==> src/rtl/pwm_pkg.sv <==
package pwm_pkg;

  typedef enum logic [1:0] {
    ACT_HOLD   = 2'b00,
    ACT_TOGGLE = 2'b01,
    ACT_LOW    = 2'b10,
    ACT_HIGH   = 2'b11
  } act_e;

  typedef struct packed {
    act_e on_cmpd;
    act_e on_load;
    act_e on_zero;
  } gen_cfg_t;

  localparam logic [1:0] ADDR_PERIOD = 2'd0;
  localparam logic [1:0] ADDR_CMP    = 2'd1;
  localparam logic [1:0] ADDR_ACTION = 2'd2;
  localparam logic [1:0] ADDR_CTRL   = 2'd3;

  localparam int CTRL_EN_BIT  = 0;
  localparam int CTRL_REQ_BIT = 1;
  localparam int CTRL_SEL_LSB = 2;

  function automatic logic apply_act(input act_e a, input logic cur);
    case (a)
      ACT_TOGGLE: apply_act = ~cur;
      ACT_LOW:    apply_act = 1'b0;
      ACT_HIGH:   apply_act = 1'b1;
      default:    apply_act = cur;
    endcase
  endfunction

  function automatic gen_cfg_t unpack_action(input logic [7:0] d);
    gen_cfg_t g;
    g.on_cmpd = act_e'(d[7:6]);
    g.on_load = act_e'(d[3:2]);
    g.on_zero = act_e'(d[1:0]);
    return g;
  endfunction

endpackage

==> src/rtl/pwm_prescaler.sv <==
module pwm_prescaler #(
  parameter int SEL_W = 3
) (
  input  logic             clk,
  input  logic             rst_n,
  input  logic             run,
  input  logic [SEL_W-1:0] div_sel,
  output logic             tick
);
  localparam int PRE_W = (1 << SEL_W) - 1;

  logic [PRE_W-1:0] pcnt;
  logic [PRE_W:0]   one_hot;
  logic [PRE_W-1:0] limit;

  always_comb begin
    one_hot = (PRE_W+1)'(1) << div_sel;
    limit   = PRE_W'(one_hot - 1'b1);
  end

  assign tick = run && (pcnt == limit);

  always_ff @(posedge clk) begin
    if (!rst_n)     pcnt <= '0;
    else if (!run)  pcnt <= '0;
    else if (tick)  pcnt <= '0;
    else            pcnt <= pcnt + 1'b1;
  end
endmodule

==> src/rtl/pwm_regs.sv <==
module pwm_regs
  import pwm_pkg::*;
#(
  parameter int CNT_W = 16,
  parameter int SEL_W = 3
) (
  input  logic             clk,
  input  logic             rst_n,
  input  logic             wr_en,
  input  logic [1:0]       wr_addr,
  input  logic [CNT_W-1:0] wr_data,
  input  logic             xfer,
  output logic             run,
  output logic [SEL_W-1:0] div_sel,
  output logic [CNT_W-1:0] period_sh,
  output logic [CNT_W-1:0] period_act,
  output logic [CNT_W-1:0] cmp_act,
  output gen_cfg_t         gen_cfg,
  output logic             pending,
  output logic             set_req
);
  logic [CNT_W-1:0] cmp_sh;
  logic             wr_period, wr_cmp, wr_action, wr_ctrl;

  assign wr_period = wr_en && (wr_addr == ADDR_PERIOD);
  assign wr_cmp    = wr_en && (wr_addr == ADDR_CMP);
  assign wr_action = wr_en && (wr_addr == ADDR_ACTION);
  assign wr_ctrl   = wr_en && (wr_addr == ADDR_CTRL);
  assign set_req   = wr_ctrl && wr_data[CTRL_REQ_BIT];

  // shadow side: written directly by the port
  always_ff @(posedge clk) begin
    if (!rst_n) begin
      period_sh <= '0;
      cmp_sh    <= '0;
      gen_cfg   <= '0;
      run       <= 1'b0;
      div_sel   <= '0;
    end else begin
      if (wr_period) period_sh <= wr_data;
      if (wr_cmp)    cmp_sh    <= wr_data;
      if (wr_action) gen_cfg   <= unpack_action(wr_data[7:0]);
      if (wr_ctrl) begin
        run     <= wr_data[CTRL_EN_BIT];
        div_sel <= wr_data[CTRL_SEL_LSB +: SEL_W];
      end
    end
  end

  // active side: follows shadows while idle, otherwise only on transfer
  always_ff @(posedge clk) begin
    if (!rst_n) begin
      period_act <= '0;
      cmp_act    <= '0;
    end else if (!run || xfer) begin
      period_act <= period_sh;
      cmp_act    <= cmp_sh;
    end
  end

  always_ff @(posedge clk) begin
    if (!rst_n) pending <= 1'b0;
    else        pending <= set_req || (pending && run && !xfer);
  end
endmodule

==> src/rtl/pwm_counter.sv <==
module pwm_counter #(
  parameter int CNT_W = 16
) (
  input  logic             clk,
  input  logic             rst_n,
  input  logic             run,
  input  logic             tick,
  input  logic             pending,
  input  logic [CNT_W-1:0] period_sh,
  input  logic [CNT_W-1:0] period_act,
  input  logic [CNT_W-1:0] cmp_act,
  output logic [CNT_W-1:0] count,
  output logic             ev_zero,
  output logic             ev_load,
  output logic             ev_cmpd,
  output logic             xfer
);
  logic at_zero;

  assign at_zero = (count == '0);
  assign ev_zero = tick && at_zero;
  assign ev_load = tick && (count == period_act);
  assign ev_cmpd = tick && (cmp_act < period_act) && (count == cmp_act);
  assign xfer    = ev_zero && pending;

  always_ff @(posedge clk) begin
    if (!rst_n)       count <= '0;
    else if (!run)    count <= period_sh;
    else if (tick) begin
      if (!at_zero)   count <= count - 1'b1;
      else if (xfer)  count <= period_sh;
      else            count <= period_act;
    end
  end
endmodule

==> src/rtl/pwm_output.sv <==
module pwm_output
  import pwm_pkg::*;
(
  input  logic     clk,
  input  logic     rst_n,
  input  logic     run,
  input  logic     ev_zero,
  input  logic     ev_load,
  input  logic     ev_cmpd,
  input  gen_cfg_t gen_cfg,
  output logic     pwm_q
);
  logic nxt;

  always_comb begin
    if (ev_load)      nxt = apply_act(gen_cfg.on_load, pwm_q);
    else if (ev_cmpd) nxt = apply_act(gen_cfg.on_cmpd, pwm_q);
    else if (ev_zero) nxt = apply_act(gen_cfg.on_zero, pwm_q);
    else              nxt = pwm_q;
  end

  always_ff @(posedge clk) begin
    if (!rst_n)    pwm_q <= 1'b0;
    else if (!run) pwm_q <= 1'b0;
    else           pwm_q <= nxt;
  end
endmodule

==> src/rtl/pwm_sync_gen.sv <==
module pwm_sync_gen
  import pwm_pkg::*;
#(
  parameter int CNT_W = 16,
  parameter int SEL_W = 3
) (
  input  logic             clk,
  input  logic             rst_n,
  input  logic             wr_en,
  input  logic [1:0]       wr_addr,
  input  logic [CNT_W-1:0] wr_data,
  output logic             pwm_out,
  output logic             upd_pending,
  output logic [CNT_W-1:0] count_out
);
  logic             run, tick, xfer, set_req;
  logic             ev_zero, ev_load, ev_cmpd;
  logic [SEL_W-1:0] div_sel;
  logic [CNT_W-1:0] period_sh, period_act, cmp_act;
  gen_cfg_t         gen_cfg;

  pwm_regs #(.CNT_W(CNT_W), .SEL_W(SEL_W)) u_regs (
    .clk(clk), .rst_n(rst_n), .wr_en(wr_en), .wr_addr(wr_addr),
    .wr_data(wr_data), .xfer(xfer), .run(run), .div_sel(div_sel),
    .period_sh(period_sh), .period_act(period_act), .cmp_act(cmp_act),
    .gen_cfg(gen_cfg), .pending(upd_pending), .set_req(set_req)
  );

  pwm_prescaler #(.SEL_W(SEL_W)) u_pre (
    .clk(clk), .rst_n(rst_n), .run(run), .div_sel(div_sel), .tick(tick)
  );

  pwm_counter #(.CNT_W(CNT_W)) u_cnt (
    .clk(clk), .rst_n(rst_n), .run(run), .tick(tick), .pending(upd_pending),
    .period_sh(period_sh), .period_act(period_act), .cmp_act(cmp_act),
    .count(count_out), .ev_zero(ev_zero), .ev_load(ev_load),
    .ev_cmpd(ev_cmpd), .xfer(xfer)
  );

  pwm_output u_out (
    .clk(clk), .rst_n(rst_n), .run(run), .ev_zero(ev_zero),
    .ev_load(ev_load), .ev_cmpd(ev_cmpd), .gen_cfg(gen_cfg), .pwm_q(pwm_out)
  );
endmodule

==> config.mk <==
export PLATFORM = sky130hd
export DESIGN_NAME = pwm_sync_gen
export DESIGN_NICKNAME = d
export VERILOG_FILES = /design/src/rtl/pwm_pkg.sv /design/src/rtl/pwm_prescaler.sv /design/src/rtl/pwm_regs.sv /design/src/rtl/pwm_counter.sv /design/src/rtl/pwm_output.sv /design/src/rtl/pwm_sync_gen.sv
export SDC_FILE = /design/constraint.sdc
export NUM_CORES = 1
export LEC_CHECK = 0
export CAP_MARGIN = 20
export CORE_MARGIN = 1
export CORE_UTILIZATION = 44
export CTS_CLUSTER_DIAMETER = 200
export DETAILED_ROUTE_END_ITERATION = 12
export GPL_TIMING_DRIVEN = 0
export PLACE_DENSITY = 0.65
export SLEW_MARGIN = 20
export SYNTH_ARGS = -nofsm -noshare
export SYNTH_HDL_FRONTEND = slang
export SYNTH_HIERARCHICAL = 1
export SYNTH_SLANG_ARGS = --single-unit
==> constraint.sdc <==
create_clock -name clk -period 3 [get_ports clk]
set_input_delay 0.6 -clock clk [delete_from_list [all_inputs] [get_ports clk]]
set_output_delay 0.6 -clock clk [all_outputs]
set_load 0.05 [all_outputs]
== Word level (Yosys, flattened, before mapping) ==
Index checks and enable logic that the tools add are counted.

* Bits in registers: 99
* Bits in latches: 0
* RAM bits: 0
* ROM bits: 0
* Bits of input ports: 21
* Output and inout port bits: 18
* Word-level logic and storage cells: 73
* Memories: 0

* Add/subtract/negate cells: 3
* $mul: 0
* Divide/modulo/power cells: 0
* $lt $le $gt $ge: 1
* Equality and inequality tests: 18
* Shift-type cells: 1
* Mux-type cells: 10
* Bitwise logic cells: 3
* Reductions and logical operators: 24

{| class="wikitable"
|+ Operators with widths
! operator !! count
|-
| 16-bit two-way mux || 4
|-
| 16-bit equality test || 2
|-
| 2-bit equality test (second input constant) || 8
|-
| 16-bit zero test || 1
|-
| 16-bit < comparator || 1
|-
| 16-bit by 1-bit subtractor with 16-bit output (second input constant) || 1
|-
| 1-bit logical AND || 13
|-
| 1-bit one-hot mux with 3 select lines || 3
|-
| 2-bit by 1-bit equality test with 1-bit output (second input constant) || 4
|-
| 7-bit by 1-bit adder with 7-bit output (second input constant) || 1
|-
| 7-bit equality test || 1
|-
| 1-bit by 3-bit << shifter with 7-bit output (first input constant) || 1
|-
| 7-bit by 1-bit subtractor with 7-bit output (second input constant) || 1
|-
| 5-bit by 2-bit inequality test with 1-bit output (second input constant) || 1
|-
| 5-bit nonzero test || 1
|-
| 4-bit by 1-bit inequality test with 1-bit output (second input constant) || 1
|-
| 4-bit AND reduction || 1
|-
| 1-bit two-way mux || 3
|-
| 1-bit inverter || 3
|-
| 3-bit nonzero test || 1
|-
| 3-bit OR reduction || 1
|-
| 1-bit zero test || 2
|-
| 2-bit zero test || 1
|-
| 1-bit logical OR || 2
|-
| other kinds (2) || 2
|}

== Logic depth before layout (Yosys ltp) ==
Gate-level depths: netlist (run 1).

* Depth after elaboration: 10
* Mapped depth: 14
* Gate-level depth less buffers: 11

== Hierarchy ==
Netlist (run 1), hierarchy kept.

{| class="wikitable"
|+ By module, submodules not included
! module !! instances !! cells an instance !! area an instance (um^2) !! seq. area each (um^2)
|-
| pwm_regs || 1 || 306 || 2,761.4 || 1,501.4
|-
| pwm_counter || 1 || 292 || 2,218.4 || 320.3
|-
| pwm_prescaler || 1 || 55 || 491.7 || 140.1
|-
| pwm_output || 1 || 18 || 145.1 || 20.0
|}

== Worst setup path before layout (run 1) ==
Ideal clock, no wire load.

* Path kind: register to register
* Start point: reg u_regs.div_sel[2]
* End point: reg u_out.pwm_q
* Library setup time: 0.120 ns
* Data arrival time: 3.081 ns
* Required time: 2.880 ns
* Path slack: -0.201 ns
* Stages on the path, launching flop included: 15
* Path buffers: 4
* Clock period less this slack: 3.201 ns
* Cell sequence: dfxtp_1 > buf_6 > xnor2_1 > and3_4 > nor4_4 > and2_1 > clkbuf_1 > clkbuf_1 > buf_1 > nand2_1 > nor4_1 > nor4b_2 > a211oi_2 > nand4b_1 > o21ai_1

* Elaborated cells between the ends (all ways): 15
* Classes of those cells: 1 x add/sub; 3 x eq/ne; 1 x shift; 2 x mux; 8 x reduce/logical

{| class="wikitable"
|+ RTL lines
! item !! RTL line !! source
|-
| from (decl) || pwm_regs.sv:14 || <nowiki>output logic [SEL_W-1:0] div_sel,</nowiki>
|-
| from (signal assigned) || pwm_regs.sv:45 || <nowiki>div_sel <= wr_data[CTRL_SEL_LSB +: SEL_W];</nowiki>
|-
| 1-bit by 3-bit << shifter with 7-bit output (*) || pwm_prescaler.sv:17 || <nowiki>one_hot = (PRE_W+1)'(1) << div_sel;</nowiki>
|-
| 7-bit by 1-bit subtractor with 7-bit output (*) || pwm_prescaler.sv:18 || <nowiki>limit = PRE_W'(one_hot - 1'b1);</nowiki>
|-
| 7-bit equality test (*) || pwm_prescaler.sv:21 || <nowiki>assign tick = run && (pcnt == limit);</nowiki>
|-
| 1-bit logical AND (*) || pwm_prescaler.sv:21 ||
|-
| via tick || pwm_sync_gen.sv:16 || <nowiki>logic run, tick, xfer, set_req;</nowiki>
|-
| 1-bit logical AND (*) || pwm_counter.sv:22 || <nowiki>assign ev_load = tick && (count == period_act);</nowiki>
|-
| via ev_load || pwm_sync_gen.sv:17 || <nowiki>logic ev_zero, ev_load, ev_cmpd;</nowiki>
|-
| 5-bit by 2-bit inequality test with 1-bit output (no source line) (tied with other cells) || n/a ||
|-
| 4-bit AND reduction (no source line) || n/a ||
|-
| to (signal assigned) || pwm_output.sv:25 || <nowiki>else pwm_q <= nxt;</nowiki>
|-
| to (decl) || pwm_output.sv:11 || <nowiki>output logic pwm_q</nowiki>
|}

The timed path passes the listed nets; every way through them passes the cells marked *.
A chain may end at the register's enable or synchronous reset.

== Final worst setup path (run 1) ==
* Start point: reg u_pre.pcnt[0]
* End point: reg u_cnt.count[5]

* Longest elaborated chain between the ends: 8
* Elaborated cells between the ends (all ways): 9
* Classes of those cells: 2 x eq/ne; 4 x mux; 3 x reduce/logical

{| class="wikitable"
|+ RTL lines
! item !! RTL line !! source
|-
| from (decl) || pwm_prescaler.sv:12 || <nowiki>logic [PRE_W-1:0] pcnt;</nowiki>
|-
| from (signal assigned) || pwm_prescaler.sv:27 || <nowiki>else pcnt <= pcnt + 1'b1;</nowiki>
|-
| 7-bit equality test (*) || pwm_prescaler.sv:21 ||
|-
| 1-bit logical AND (*) || pwm_prescaler.sv:21 ||
|-
| via tick || pwm_sync_gen.sv:16 ||
|-
| 1-bit logical AND || pwm_counter.sv:21 || <nowiki>assign ev_zero = tick && at_zero;</nowiki>
|-
| 1-bit logical AND || pwm_counter.sv:24 || <nowiki>assign xfer = ev_zero && pending;</nowiki>
|-
| 16-bit two-way mux || pwm_counter.sv:31 || <nowiki>else if (xfer) count <= period_sh;</nowiki>
|-
| 16-bit two-way mux || pwm_counter.sv:30 || <nowiki>if (!at_zero) count <= count - 1'b1;</nowiki>
|-
| 16-bit two-way mux || pwm_counter.sv:29 || <nowiki>else if (tick) begin</nowiki>
|-
| 16-bit two-way mux || pwm_counter.sv:28 || <nowiki>else if (!run) count <= period_sh;</nowiki>
|-
| to (signal assigned) || pwm_counter.sv:28 ||
|-
| to (signal assigned) || pwm_counter.sv:30 ||
|-
| to (signal assigned) || pwm_counter.sv:31 ||
|-
| to (decl) || pwm_counter.sv:12 || <nowiki>output logic [CNT_W-1:0] count,</nowiki>
|}

The timed path passes the listed nets; every way through them passes the cells marked *. The select of a mux whose other input is x is not followed.

==> results.json, run 1 <==
{
  "syn_avg_cell_area_um2": 8.37,
  "p_per_area_nw_per_um2": 461,
  "timing.final.crit_share_pct": 96.5,
  "ys_warn_count": 6,
  "p_total_mw": 3.06,
  "antenna_found_initial": 0,
  "dp_hpwl_um": 12400,
  "die_y_um": 115,
  "synth_xor_area_share_pct": 7.48,
  "track_usage_pct": 25.9,
  "ant_nets": 0,
  "netlist_area_um2": 5620,
  "cts_made_buffers": 9,
  "synth_nets": 711,
  "final_hold_viol_count": 0,
  "cp_data_arrival_time_ns": 3.13,
  "max_freq_mhz": 345,
  "rows": 40,
  "rsz0062_at_grt": "no",
  "setup_violations": 0,
  "crit_type": "flop to flop",
  "ir_worst_vdd_mv": 0.270,
  "pre_cts_slack_ns": -0.759,
  "routed_wirelength_um": 16400,
  "status": "finished, final reports clean",
  "fin_util_pct": 54.4,
  "final_nets": 766,
  "critPathMaxFanout": 10,
  "muxShareOfSynthArea_pct": 2.52,
  "post-route-cell-area_um2": 6650,
  "htreeDepth": 3,
  "synth_cells": 671,
  "relSlewSlack_pct": 54.8,
  "crit_required_ns": 3.24,
  "synthFlopType": "dfxtp_1",
  "async_flop_share_pct": 0,
  "drive_gt1_share_pct": 14.0,
  "fp.dieW_um": 115,
  "critPathCaptureType": "flop",
  "clk_latency_ns": 0.36,
  "n_fill_cell": 1184,
  "drv_cap": 0,
  "grt_pass1_wl_um": 25800,
  "min_path_type": "flop to flop",
  "leakagePower_nw": 2.37,
  "start_util_pct": 46.0,
  "fin_ws_ns": 0.104,
  "cts_tree": "done",
  "gp_congestion": 0.958,
  "path_clk_slew_ns": 0.07,
  "finalClockSkew_ns": 0.00779,
  "synth_edf_count": 0,
  "synth_seq_cells": 99,
  "fin_tns_setup_ns": 0,
  "firstDrtPassIters": 7,
  "reg2reg_setup_slack_ns": 0.10,
  "synthSimpleGateAreaFrac_pct": 23.7,
  "routed-via-count": 5090,
  "max_slew.worst_pin.slew_ns": 0.676,
  "clk_path_buf_depth": 2,
  "via_per_inst": 5.66,
  "placed_cell_area_um2": 6220,
  "dieArea_um2": 13200,
  "synth-adder-area-share_pct": 4.23,
  "drtIter0Drc": 441,
  "seq_area_frac_synth_pct": 35.3,
  "area_growth_pct": 18.4,
  "portBuffers": 38,
  "core_area_um2": 12200,
  "first_global_vias": 4860,
  "synth.distinct_cells": 73,
  "worst_setup_path_start_kind": "flop",
  "diodes": 0,
  "root_buffer": "clkbuf_16",
  "drc": 0,
  "pin_count": 39,
  "grt_max_degree": 18,
  "overflow": 0,
  "synth_compound_area_share_pct": 19.8,
  "synth_top_family_by_area": "simple AND/OR/NAND/NOR gates",
  "wl_per_cell_um": 18.2,
  "cts_sinks": 99,
  "slew_violations": 0,
  "period_needed_ns": 2.90
}
[metal layers]
layer / track usage, % / vias to the layer above / share of wire (%)
met2: 42.0 / 216 / 46
met5: 0 / - / 0
met1: 33.5 / 2363 / 44
met4: 10.6 / 0 / 3.4
met3: 5.59 / 43 / 6.4
li1: - / 2468 / -
[cells in the final DEF, fill, tap and decap left out, types with 5 or more instances in the layout]
master	count
xor2_1	9
ha_1	19
a31oi_1	10
nand3b_1	5
clkdlybuf4s50_1	38
nor2_1	13
a211oi_1	10
clkbuf_1	23
o21ai_0	49
o21ai_2	16
nand2_1	103
nand4_1	11
xnor2_1	39
nor3_1	8
nand3_2	5
clkbuf_16	10
buf_6	7
a21boi_1	5
nand2b_1	9
buf_4	9
buf_2	16
mux2i_1	13
inv_1	22
nand3_1	54
a21boi_0	28
a21oi_1	9
a21o_1	6
dfxtp_1	98
[critical path: stages, from the launching register on]
cell      delay [ns]
dfxtp_1         0.46
or3b_1          0.39
a21oi_2         0.19
nor4_4          0.08
and2_4          0.16
buf_4           0.16
nand2_1         0.09
clkbuf_1        0.50
mux2i_1         0.27
mux2i_1         0.09
a221oi_1        0.29
nor2_1          0.09
[what timing repair did]
action                     in CTS  in global routing
setup endpoints to repair      35                 32
pin swaps                       3                  8
hold buffers                    0                  0
buffers inserted                4                  4
resized for setup               9                 12
gates cloned                    0                  1
[logic make-up (layout without fill, tap and decap cells)]
kind of cell / after synthesis / in the layout
multiplexers: 14 / 14
XOR/XNOR: 48 / 48
AO/OA/AOI/OAI: 163 / 163
flip-flops: 99 / 99
buffers and inverters: 77 / 137
AND/OR/NAND/NOR: 251 / 251
adder cells (fa/ha/maj): 19 / 19
[flip-flops by register name, indices dropped and copies added, names as in the netlist]
register / cells
u_regs/gen_cfg: 6
u_regs/div_sel: 3
u_regs/period_act: 16
u_regs/cmp_act: 16
u_regs/pending: 1
u_regs/run: 1
u_pre/pcnt: 7
u_out/pwm_q: 1
u_regs/period_sh: 16
u_regs/cmp_sh: 16
u_cnt/count: 16
[power by group]
part	internal (mW)	switching (mW)	total, mW
clock network	0.592	0.530	1.12
logic	0.227	0.322	0.549
registers	1.35	0.0423	1.39
[stage by stage]
stage	instances	hold slack, ns
after floorplan	671	0.435
after global placement	877	0.459
after detailed placement	877	0.471
after CTS	896	0.483
after global routing	899	0.503
final	899	0.482
[path summary, 6_finish.rpt]
| check | startpoint | to | cells after the start |
|---|---|---|---|
| setup / recovery | u_pre/pcnt[0] | u_cnt/count[5] | 11 |
| hold reg to reg | u_regs/cmp_sh[9] | u_regs/cmp_sh[9] | 2 |
| setup reg to reg | u_pre/pcnt[0] | u_cnt/count[5] | 11 |
| hold / removal | u_regs/cmp_sh[9] | u_regs/cmp_sh[9] | 2 |
[cell usage after synthesis (3+ instances only)]
master / n / area share, %
a31oi_1: 10 / 1.1
nor2_1: 13 / 0.87
inv_1: 22 / 1.5
nand4b_1: 3 / 0.47
mux2i_1: 13 / 2.3
a21oi_1: 10 / 0.89
dfxtp_1: 99 / 35
o21ai_0: 51 / 4.5
clkbuf_1: 28 / 1.9
a21o_1: 6 / 0.80
buf_6: 7 / 1.4
xnor2_1: 39 / 6.1
nor2b_1: 3 / 0.33
a21boi_0: 28 / 3.7
buf_1: 3 / 0.20
xor2_1: 9 / 1.4
o21ai_2: 16 / 2.5
or3_1: 3 / 0.33
nand4_1: 11 / 1.2
a21boi_1: 5 / 0.67
and2_1: 4 / 0.45
nand3b_1: 5 / 0.67
buf_2: 13 / 1.2
nand3_1: 54 / 4.8
nand2_1: 103 / 6.9
o21a_1: 3 / 0.40
a211oi_1: 10 / 1.3
nand3_2: 5 / 0.89
nor4_1: 5 / 0.56
nor3_1: 8 / 0.71
ha_1: 19 / 4.2
nand2b_1: 9 / 1.0
[final cells by class]
cell class / instances / area, µm² / area share [%]
Multi-Input combinational cell: 495 / 3300 / 49.7
Sequential cell: 99 / 1980 / 29.8
Timing Repair Buffer: 47 / 465 / 7.00
Buffer: 52 / 318 / 4.78
Clock buffer: 10 / 239 / 3.59
Tap cell: 168 / 210 / 3.16
Inverter: 22 / 82.6 / 1.24
Clock inverter: 6 / 47.5 / 0.715
(Power assumes the default switching activity.)
==> inputs of run 2 (changes only) <==
--- a/config.mk
+++ b/config.mk
@@ -11,7 +11,7 @@
 export CTS_CLUSTER_DIAMETER = 200
 export DETAILED_ROUTE_END_ITERATION = 12
 export GPL_TIMING_DRIVEN = 0
-export PLACE_DENSITY = 0.65
+export PLACE_DENSITY = 0.63
 export SLEW_MARGIN = 20
 export SYNTH_ARGS = -nofsm -noshare
 export SYNTH_HDL_FRONTEND = slang
==> constraint.sdc (replaced) <==
create_clock -name clk -period 3.7 [get_ports clk]
set_input_delay 0.74 -clock clk [delete_from_list [all_inputs] [get_ports clk]]
set_output_delay 0.74 -clock clk [all_outputs]
set_load 0.05 [all_outputs]
==> run 2 against run 1 <==
Die area did not move. Largest power group unchanged. Fmax is 15% lower. Count of clock-buffer cells in the layout unchanged. Non-clock buffer count down 4. Critical path depth up 3.
==> results.json, run 2 (synthesized netlist as in run 1, its figures left out) <==
{
  "clk_latency_ns": 0.36,
  "cpPeakStageDelay_ns": 0.46,
  "final_cell_mix": "nand2_1, dfxtp_1, nand3_1",
  "rsz0062_at_grt": "no",
  "p_total_mw": 2.53,
  "p_seq_share_pct": 44.6,
  "pin_count": 39,
  "dp_hpwl_um": 12100,
  "drv_cap": 0,
  "final_hold_viol_count": 0,
  "slew_violations": 0,
  "relSlewSlack_pct": 55.2,
  "hold_depth": 2,
  "ff2ff_path_depth": 14,
  "critPathMaxFanout": 10,
  "whs_endpoint": "u_regs/cmp_act[14]",
  "final_common_cell": "nand2_1",
  "core_area_um2": 12200,
  "portBuffers": 38,
  "first_global_vias": 4750,
  "fp.dieW_um": 115,
  "die_y_um": 115,
  "overflow": 0,
  "diodes": 0,
  "reg2reg_from": "u_regs/div_sel[2]",
  "final_nets": 762,
  "swShare_pct": 28.6,
  "ir_worst_vdd_mv": 0.249,
  "leakagePower_nw": 2.33,
  "root_buffer": "clkbuf_16",
  "combPwrFrac_pct": 17.0,
  "path_clk_slew_ns": 0.07,
  "drive_gt1_share_pct": 12.0,
  "p_int_mw": 1.80,
  "dieArea_um2": 13200,
  "reg2reg_to": "u_out/pwm_q",
  "min_path_type": "flop to flop",
  "worst_setup_path_start_kind": "flop",
  "grt_max_degree": 18,
  "crit_chain": "buf_6, xnor2_1, and3_4, nor4_4, and2_2, clkbuf_2, nor4b_2, o2111ai_1, a41oi_2, buf_4, nor4b_2, a211oi_2, nand4b_1, o21ai_1",
  "firstDrtPassIters": 5,
  "hold_path_startpoint": "u_regs/cmp_sh[14]",
  "cp_data_arrival_time_ns": 3.70,
  "power.switching_mw": 0.723,
  "via_per_inst": 5.63,
  "p_per_area_nw_per_um2": 385,
  "hold-worst-slack_ns": 0.472,
  "htreeDepth": 3,
  "area_growth_pct": 16.8,
  "fin_util_pct": 53.7,
  "reg2reg_setup_slack_ns": 0.28,
  "slowest_stage": "nor4_4",
  "gp_congestion": 0.928,
  "cp_top_family": "simple AND/OR/NAND/NOR gates",
  "routed-via-count": 5042,
  "ant_nets": 0,
  "finalClockSkew_ns": 0.0117,
  "worst-path-buf-inv": 3,
  "drc": 0,
  "start_util_pct": 46.0,
  "setup_violations": 0,
  "period_needed_ns": 3.42,
  "track_usage_pct": 25.4,
  "crit_type": "flop to flop",
  "max_slew.worst_pin.slew_ns": 0.671,
  "rows": 40,
  "cts_hold_buf": 0,
  "grt_pass1_wl_um": 25400,
  "status": "finished, final reports clean",
  "timing.final.crit_share_pct": 92.5,
  "cp.depth": 14,
  "cts_made_buffers": 9,
  "antenna_found_initial": 0,
  "wl_per_cell_um": 17.7,
  "cts_sinks": 99,
  "cpMostUsedCell": "nor4b_2",
  "crit_required_ns": 3.98,
  "cts_tree": "done",
  "critPathCaptureType": "flop",
  "fin_tns_setup_ns": 0,
  "clk_path_buf_depth": 2,
  "drtIter0Drc": 312,
  "clkPwrFrac_pct": 38.3,
  "routed_wirelength_um": 15800,
  "max_freq_mhz": 292
}
==> run 2: changes by cell type in the layout (fill, tap and decap cells not counted), sizes merged <==
cell,delta
buf,-6
clkinv,-1
bufinv,+1
clkbuf,+2
==> run 2: power groups by stage <==
| stage | clock, mW | combinational (mW) | sequential (mW) |
|---|---|---|---|
| after global placement | 0 | 0.409 | 1.15 |
| after global routing | 1.02 | 0.466 | 1.13 |
| after floorplan | 0 | 0.277 | 1.16 |
| after CTS | 0.984 | 0.423 | 1.13 |
| final | 0.968 | 0.431 | 1.13 |
| after detailed placement | 0 | 0.414 | 1.15 |
==> run 2: what timing repair did <==
action / in CTS / in global routing
pin swaps: 0 / 1
setup buffers: 2 / 1
gates cloned: 0 / 0
endpoints found under the setup margin: 31 / 31
resized for setup: 5 / 1
==> run 2: per-stage QoR <==
stage,instance area (µm²),setup WS (ns),instances
6_report,6560,0.276,895
5_1_grt,6560,0.0131,895
4_1_cts,6560,0.0301,895
3_5_place_dp,6210,-0.483,877
3_3_place_gp,6210,-0.742,877
2_1_floorplan,5620,0.499,671
==> run 2: area by class of cell <==
class / count / area [µm²]
Sequential cell: 99 / 1980
Buffer: 54 / 312
Fill cell: 1185 / 5650
Inverter: 22 / 82.6
Clock inverter: 6 / 72.6
Clock buffer: 10 / 229
Tap cell: 168 / 210
Timing Repair Buffer: 41 / 403
Multi-Input combinational cell: 495 / 3270
==> run 2: worst max path at each step <==
stage	to	slack (ns)	startpoint
2_1_floorplan	u_out/pwm_q	0.50	u_regs/div_sel[2]
3_3_place_gp	u_out/pwm_q	-0.74	u_pre/pcnt[3]
3_5_place_dp	u_out/pwm_q	-0.48	u_pre/pcnt[3]
4_1_cts	u_out/pwm_q	0.03	u_pre/pcnt[3]
5_1_grt	u_out/pwm_q	0.01	u_regs/div_sel[2]
6_report	u_out/pwm_q	0.28	u_regs/div_sel[2]
==> run 2: metal layers <==
layer / GRT usage, % / vias up / part of all wire (%) / wire (µm)
li1: - / 2464 / - / -
met1: 33.1 / 2371 / 46 / 7290
met2: 40.0 / 163 / 44 / 6980
met3: 4.06 / 44 / 4.9 / 776
met4: 14.7 / 0 / 4.9 / 770
met5: 0 / - / 0 / 0
==> run 2: worst reg2reg max path: cells and delay by family (launching register included) <==
| kind | cells | cell delay (ns) |
|---|---|---|
| XOR/XNOR | 1 | 0.13 |
| AND/OR/NAND/NOR | 6 | 1.74 |
| flip-flops | 1 | 0.32 |
| buffers and inverters | 3 | 0.59 |
| AO/OA/AOI/OAI | 4 | 0.58 |
==> inputs of run 3 (changes only) <==
--- a/config.mk
+++ b/config.mk
@@ -5,12 +5,12 @@
 export SDC_FILE = /design/constraint.sdc
 export NUM_CORES = 1
 export LEC_CHECK = 0
-export CAP_MARGIN = 20
 export CORE_MARGIN = 1
 export CORE_UTILIZATION = 44
 export CTS_CLUSTER_DIAMETER = 200
 export DETAILED_ROUTE_END_ITERATION = 12
 export GPL_TIMING_DRIVEN = 0
+export MAX_ROUTING_LAYER = met4
 export PLACE_DENSITY = 0.63
 export SLEW_MARGIN = 20
 export SYNTH_ARGS = -nofsm -noshare
==> run 3 against run 2 <==
Clock power barely moved. Critical path type unchanged. Highest routed layer unchanged. Die area did not move. Fmax barely moved. Critical endpoint unchanged. Utilization did not move. Critical path depth did not move.
==> results.json, run 3 (synthesized netlist as in run 1, its figures left out) <==
{
  "status": "finished, final reports clean",
  "worst_setup_path_start_kind": "flop",
  "wl_per_cell_um": 17.7,
  "route.met2.wl_um": 6950,
  "crit_required_ns": 3.98,
  "finalClockSkew_ns": 0.0109,
  "cpMostUsedCell": "nor4b_2",
  "firstDrtPassIters": 5,
  "first_global_vias": 4748,
  "grt_max_degree": 18,
  "final_hold_viol_count": 0,
  "final_common_cell": "nand2_1",
  "antenna_found_initial": 0,
  "final_cell_mix": "nand2_1, dfxtp_1, nand3_1",
  "grt_pass1_wl_um": 25300,
  "p_total_mw": 2.53,
  "path_clk_slew_ns": 0.07,
  "drive_gt1_share_pct": 12.0,
  "worst-path-buf-inv": 3,
  "crit_type": "flop to flop",
  "placed_cell_area_um2": 6210,
  "max_slew.worst_pin.slew_ns": 0.668,
  "n_fill_cell": 1185,
  "fp.dieW_um": 115,
  "overflow": 0,
  "clk_path_buf_depth": 2,
  "start_util_pct": 46.0,
  "cp_data_arrival_time_ns": 3.70,
  "ant_nets": 0,
  "max_freq_mhz": 292,
  "drc": 0,
  "leakagePower_nw": 2.33,
  "clk_latency_ns": 0.36,
  "crit_chain": "buf_6, xnor2_1, and3_4, nor4_4, and2_2, clkbuf_2, nor4b_2, o2111ai_1, a41oi_2, buf_4, nor4b_2, a211oi_2, nand4b_1, o21ai_1",
  "pin_count": 39,
  "root_buffer": "clkbuf_16",
  "relSlewSlack_pct": 55.4,
  "rows": 40,
  "critPathMaxFanout": 10,
  "slowest_stage": "nor4_4",
  "track_usage_pct": 26.2,
  "area_growth_pct": 16.8,
  "dp_hpwl_um": 12100,
  "ir_worst_vdd_mv": 0.250,
  "gp_congestion": 0.945,
  "cpPeakStageDelay_ns": 0.46,
  "rsz0062_at_grt": "no",
  "cp_top_family": "simple AND/OR/NAND/NOR gates",
  "dieArea_um2": 13200,
  "min_path_type": "flop to flop",
  "die_y_um": 115,
  "slew_violations": 0,
  "diodes": 0,
  "reg2reg_setup_slack_ns": 0.28,
  "setup_violations": 0,
  "htreeDepth": 3,
  "dr_wl_met3_um": 807,
  "routed-via-count": 5057,
  "wl_met1_um": 7330,
  "cts_tree": "done",
  "final_nets": 762,
  "p_per_area_nw_per_um2": 386,
  "via_per_inst": 5.65,
  "routed_wirelength_um": 15900,
  "post-route-cell-area_um2": 6560,
  "drv_cap": 0,
  "top_layer": "met4",
  "cts_made_buffers": 9,
  "cts_sinks": 99,
  "portBuffers": 38,
  "critPathCaptureType": "flop",
  "drtIter0Drc": 314,
  "core_area_um2": 12200,
  "timing.final.crit_share_pct": 92.5,
  "period_needed_ns": 3.42
}
-- run 3: through the flow --
| step | TNS [ns] | instances | worst slack, ns | utilization, % | hold WS [ns] |
|---|---|---|---|---|---|
| after floorplan | 0 | 671 | 0.499 | - | 0.435 |
| after global placement | -2.50 | 877 | -0.742 | 50.8 | 0.462 |
| after detailed placement | -6.02 | 877 | -0.483 | 50.9 | 0.465 |
| after CTS | 0 | 895 | 0.0301 | 53.7 | 0.467 |
| after global routing | 0 | 895 | 0.0131 | 53.7 | 0.487 |
| final | 0 | 895 | 0.279 | 53.7 | 0.472 |
-- run 3: worst paths after layout --
path                            cells past startpoint               from                  to
worst max-delay path                               14  u_regs/div_sel[2]         u_out/pwm_q
worst min-delay path                                2  u_regs/cmp_sh[14]  u_regs/cmp_act[14]
worst max register to register                     14  u_regs/div_sel[2]         u_out/pwm_q
worst min register to register                      2  u_regs/cmp_sh[14]  u_regs/cmp_act[14]
-- run 3: per-layer routing --
metal,vias to the layer above,GRT usage [%]
met2,185,40.0
met5,-,-
met3,46,4.16
met1,2354,32.9
met4,0,14.7
li1,2472,-
-- run 3: cell type report --
cell class	instances	area (µm²)	area share (%)
sequential	99	1980	30.2
timing repair buffer	41	403	6.14
clock inverter	6	72.6	1.11
buffer	54	312	4.75
inverter	22	82.6	1.26
multi-input combinational	495	3270	49.8
clock buffer	10	229	3.49
tap	168	210	3.20
-- run 3: what timing repair did --
item | 4_1_cts | 5_1_grt
cloned | 0 | 0
resized for setup | 5 | 1
pin swaps | 0 | 1
hold buffers | 0 | 0
setup endpoints to repair | 31 | 31
setup buffers | 2 | 1
endpoints found under the hold margin | 0 | 0
-- run 3: worst reg2reg max path, stage by stage, from the launching register on --
cell and delay (ns):
dfxtp_1 0.32, buf_6 0.14, xnor2_1 0.13, and3_4 0.19, nor4_4 0.46, and2_2 0.34
clkbuf_2 0.28, nor4b_2 0.33, o2111ai_1 0.20, a41oi_2 0.19, buf_4 0.18, nor4b_2 0.24
a211oi_2 0.08, nand4b_1 0.17, o21ai_1 0.11
-- run 3: where the power goes --
| group | total (mW) | switching (mW) | internal (mW) |
|---|---|---|---|
| logic | 0.431 | 0.255 | 0.176 |
| registers | 1.13 | 0.0325 | 1.09 |
| clock network | 0.971 | 0.439 | 0.532 |
| total | 2.53 | 0.726 | 1.80 |
